<file path="src/rtl/vec_failfirst_ctrl.sv">
module vec_failfirst_ctrl #(
  parameter int VLW = 7
) (
  input  logic           clk,
  input  logic           rst_n,
  input  logic           start,
  input  logic [VLW-1:0] vl_in,
  input  logic           ff_mode,
  input  logic [4:0]     ff_mode_bits,
  input  logic           rc_bit,
  input  logic [1:0]     rc_kind,
  input  logic           vec_mode,
  input  logic           oe_in,
  input  logic           cr_valid,
  input  logic [3:0]     cr_field,
  output logic [VLW-1:0] elem_idx,
  output logic           rc_en,
  output logic           oe_out,
  output logic [VLW-1:0] vl_out,
  output logic           done
);
  localparam logic [1:0]     KIND_OPT = 2'd1;
  localparam logic [1:0]     KIND_ONE = 2'd2;
  localparam logic [VLW-1:0] STEP     = VLW'(1);

  logic           busy;
  logic [VLW-1:0] idx_q, vl_q;
  logic           done_q;

  wire has_rc  = (rc_kind == KIND_OPT) | (rc_kind == KIND_ONE);
  wire rc_dec  = (rc_kind == KIND_OPT) & rc_bit;
  wire [1:0] sel = rc_dec ? {ff_mode_bits[3], ff_mode_bits[4]} : 2'd2;
  wire vli     = ~rc_dec & ff_mode_bits[3];

  assign rc_en  = rc_dec | (vec_mode ? (has_rc & ff_mode_bits[4]) : (rc_kind == KIND_ONE));
  assign oe_out = oe_in & ~vec_mode;

  wire fire = ff_mode & rc_en & (cr_field[sel] ^ ff_mode_bits[2]);
  wire last = (idx_q + STEP) == vl_q;

  always_ff @(posedge clk) begin
    if (!rst_n) begin
      busy   <= 1'b0;
      idx_q  <= '0;
      vl_q   <= '0;
      done_q <= 1'b0;
    end else begin
      done_q <= 1'b0;
      if (!busy) begin
        if (start) begin
          idx_q <= '0;
          vl_q  <= vl_in;
          if (vl_in == '0) done_q <= 1'b1;
          else             busy   <= 1'b1;
        end
      end else if (cr_valid) begin
        if (fire) begin
          vl_q   <= idx_q + {{(VLW-1){1'b0}}, vli};
          idx_q  <= '0;
          busy   <= 1'b0;
          done_q <= 1'b1;
        end else if (last) begin
          idx_q  <= '0;
          busy   <= 1'b0;
          done_q <= 1'b1;
        end else begin
          idx_q <= idx_q + STEP;
        end
      end
    end
  end

  assign elem_idx = idx_q;
  assign vl_out   = vl_q;
  assign done     = done_q;
endmodule

</file>
<file path="config.mk">
export PLATFORM = sky130hd
export DESIGN_NAME = vec_failfirst_ctrl
export DESIGN_NICKNAME = d
export VERILOG_FILES = /design/src/rtl/vec_failfirst_ctrl.sv
export SDC_FILE = /design/constraint.sdc
export NUM_CORES = 1
export LEC_CHECK = 0
export BUFFER_PORTS_ARGS = -buffer_cell sky130_fd_sc_hd__buf_2
export CAP_MARGIN = 25
export CORE_UTILIZATION = 50
export DETAILED_ROUTE_END_ITERATION = 8
export GPL_TIMING_DRIVEN = 0
export PLACE_DENSITY = 0.8
export SLEW_MARGIN = 20
export SYNTH_ARGS = -nofsm -noshare
export SYNTH_HDL_FRONTEND = slang
export SYNTH_SLANG_ARGS = --single-unit
</file>
<file path="constraint.sdc">
create_clock -name clk -period 3 [get_ports clk]
set_input_delay 0.3 -clock clk [delete_from_list [all_inputs] [get_ports clk]]
set_output_delay 0.3 -clock clk [all_outputs]
set_load 0.02 [all_outputs]
</file>
==> key figures <==
Run status
  – Status: finished clean

Final layout
  – Most frequent cells in the layout: buf_2, nand2_1, dfxtp_1
  – Filler cells: about 210
  – Post-layout util: 0.667
  – Most common cell after layout, fill and taps aside: buf_2
  – Area Overhead vs Synth: 21.5%
  – Layout cells sized above 1: 0.275
  – Ant. Diodes: 0
  – Final nets: approximately 240

Setup path
  – R2R Path End: elem_idx[2]
  – Worst Path Class, Setup: register to register
  – Crit-path max cell delay: ~0.5 ns
  – Critical path depth: 8
  – CP startpoint kind: register
  – Critical path's top delay family: compound AO/OA/AOI/OAI gates
  – CP endpoint: elem_idx[2]
  – Cell count of the worst reg-to-reg path: 8
  – CP max-delay cell: a2111o_1
  – RR Startpoint: elem_idx[0]
  – Crit path capture type: register
  – Crit path DAT: around 2.7 ns
  – CP Max Fanout: 9
  – CP required: about 3.2 ns
  – Crit path from: elem_idx[0]
  – CP cell instances: ha_1 -> clkbuf_2 -> or2b_1 -> a2111oi_0 -> nor3_1 -> a2111o_1 -> a41oi_2 -> o22ai_1
  – WP buf/inv: 1
  – Register-to-register path setup slack: about 0.52 ns

Floorplan
  – I/O pin total: 43
  – Initial core utilization: 0.549
  – CORE AREA: between 2000 and 2500 sq um
  – Die X: 52.2 um
  – Die height: around 52 um
  – Die area: ~2700 sq um
  – Num rows: 17

Yosys
  – Post-synth EDFFs: 0
  – Post-Syn Area: between 1000 and 1500 sq um
  – Syn avg cell area: about 8 sq um
  – Cell taking the most area after synthesis: dfxtp_1
  – Ys Warns: 0
  – Main synth FF type: dfxtp_1
  – Yosys cell types: 48
  – Synth top area share: 0.254
  – Gate Count Post-Synth: between 150 and 200
  – Synth top area cells: dfxtp_1, nand2_1, ha_1
  – Sequential area share after synthesis: 0.254
  – Synthesis-stage register bit count: 16
  – Ys async rst share: 0
  – Syn nets: approximately 190

STA
  – Layout Skew: 0.00885 ns
  – Pins Over Slew Limit: 0
  – Endpoints failing hold: 0
  – Final worst slack: ~0.52 ns
  – RSZ-0062 raised after global routing: false
  – # setup viols final: 0
  – Setup TNS: 0 ns
  – Minimum hold slack: approximately 0.28 ns
  – Slew HR: 0.673
  – Final Critical Period: about 2.5 ns
  – Fin crit share: 0.825
  – Pin slew with the least headroom to its limit: 0.485 ns
  – FMAX: ~400 MHz

Clock network
  – Clk Latency, worst-skew pair: approximately 0.30 ns
  – CTS Buffer Depth: 2
  – Reg clk slew, reported paths: ~0.11 ns
  – Clock Sinks: 16
  – Post-CTS Resized: 0
  – Cts hold-fix bufs: 0
  – Htree depth: 1
  – Post-CTS Setup Repair Bufs: 0
  – CTS tree: built
  – CTS root buf: clkbuf_4
  – TritonCTS Buffers: 3

GRT
  – GR Util met2: 0.432
  – Gr usage total: 0.250
  – Vias in the first global route: roughly 1200
  – Total gr overflow: 0
  – GR Util met1: 0.302
  – Initial antenna violation count: 0
  – Largest net degree at the start of global routing: 11
  – GR peak layer: met2
  – Grt met3 use: 0.0667
  – First-pass GRT wire length: just over 5 mm

Route
  – DR vias/cell: ~5.8
  – Routed WL per cell: between 10 and 15 um
  – Vias: approximately 1400
  – Residual DRC: 0
  – Post-route ant nets: 0
  – Routed Wire Length: between 3 and 4 mm
  – Drt first pass iters: 4
  – Iter 0 DRT Violations: 32

Place
  – Setup Slack @ Placement: 0.571 ns
  – Global placement routability congestion: around 0.90
  – PortBufs: 40
  – Dpl hpwl: about 2.5 mm

Power and ir drop
  – Pwr dens: about 340 nW/um^2
  – Power Total: between 0.5 and 0.6 mW
  – Peak VDD IR: between 0.0002 and 0.0003 V
  – Pleak: roughly 0.7 nW

Hold path
  – HP Class: input pin to register

Run
  – # Max-Cap Violations: 0
[tightest hold or removal path, delay by kind of cell]
| kind | cells | cell delay [ns] |
|---|---|---|
| compound gates | 2 | 0.16 |
| buf+inv | 1 | 0.09 |
[sequential cells by signal (all words and copies together) (netlist names)]
name,count
vl_out,7
done,1
elem_idx,7
busy,1
[through the flow]
| stage | cells | instance area [sq um] |
|---|---|---|
| 5_1_grt | 232 | 1530 |
| 4_1_cts | 232 | 1530 |
| 2_1_floorplan | 160 | 1260 |
| 6_report | 232 | 1530 |
| 3_3_place_gp | 228 | 1500 |
| 3_5_place_dp | 228 | 1500 |
[worst min-delay path by stage]
stage          cells past startpoint         to       from  slack [ns]
2_1_floorplan                      2  vl_out[2]      rst_n        0.45
3_3_place_gp                       2  vl_out[3]  vl_out[3]        0.48
3_5_place_dp                       2  vl_out[2]  vl_out[2]        0.49
4_1_cts                            3  vl_out[2]   vl_in[2]        0.27
5_1_grt                            3  vl_out[2]   vl_in[2]        0.31
6_report                           3  vl_out[3]   vl_in[3]        0.28
[report_power, final]
group	switching [mW]	internal (mW)	leakage, nW
combinational	0.0778	0.0560	0.548
sequential	0.0117	0.223	0.130
clock	0.0769	0.0742	0.0210
total	0.166	0.353	0.700
[layout make-up]
type,instances,area [sq um],share of cell area
plain buffers,11,66.3,0.0433
repair buffers,40,200,0.131
multi-input cells,128,856,0.558
flip-flops and latches,16,320,0.209
well taps,28,35.0,0.0229
clock buffers,4,36.3,0.0237
inverters,5,18.8,0.0122
[Yosys cell counts, types with 2 or more instances]
cell / instances
o2111ai_1: 5
a211oi_1: 2
nor3_1: 2
and3_1: 3
o211a_1: 2
nand2_1: 30
ha_1: 5
a21oi_1: 2
buf_6: 2
nand3_1: 10
clkbuf_1: 4
or2b_1: 2
dfxtp_1: 16
inv_1: 5
buf_4: 2
nor2_1: 5
o21ai_0: 9
xnor2_1: 7
o211ai_1: 2
nand4_1: 3
and2_1: 3
nor2b_1: 4
mux2i_1: 4
xor2_1: 7
[metal layers]
metal	share of wire	vias to the layer above
met5	0	-
met4	0.018	0
met3	0.052	10
met2	0.49	46
met1	0.43	635
li1	-	661
[cells by family after synthesis]
| family | synth area share |
|---|---|
| AND/OR/NAND/NOR | 0.282 |
| adder cells (fa/ha/maj) | 0.0496 |
| flip-flops | 0.254 |
| multiplexers | 0.0317 |
| XOR/XNOR | 0.0972 |
| buffers and inverters | 0.0674 |
| AO/OA/AOI/OAI | 0.218 |
Power figures use the tool's default switching activity.
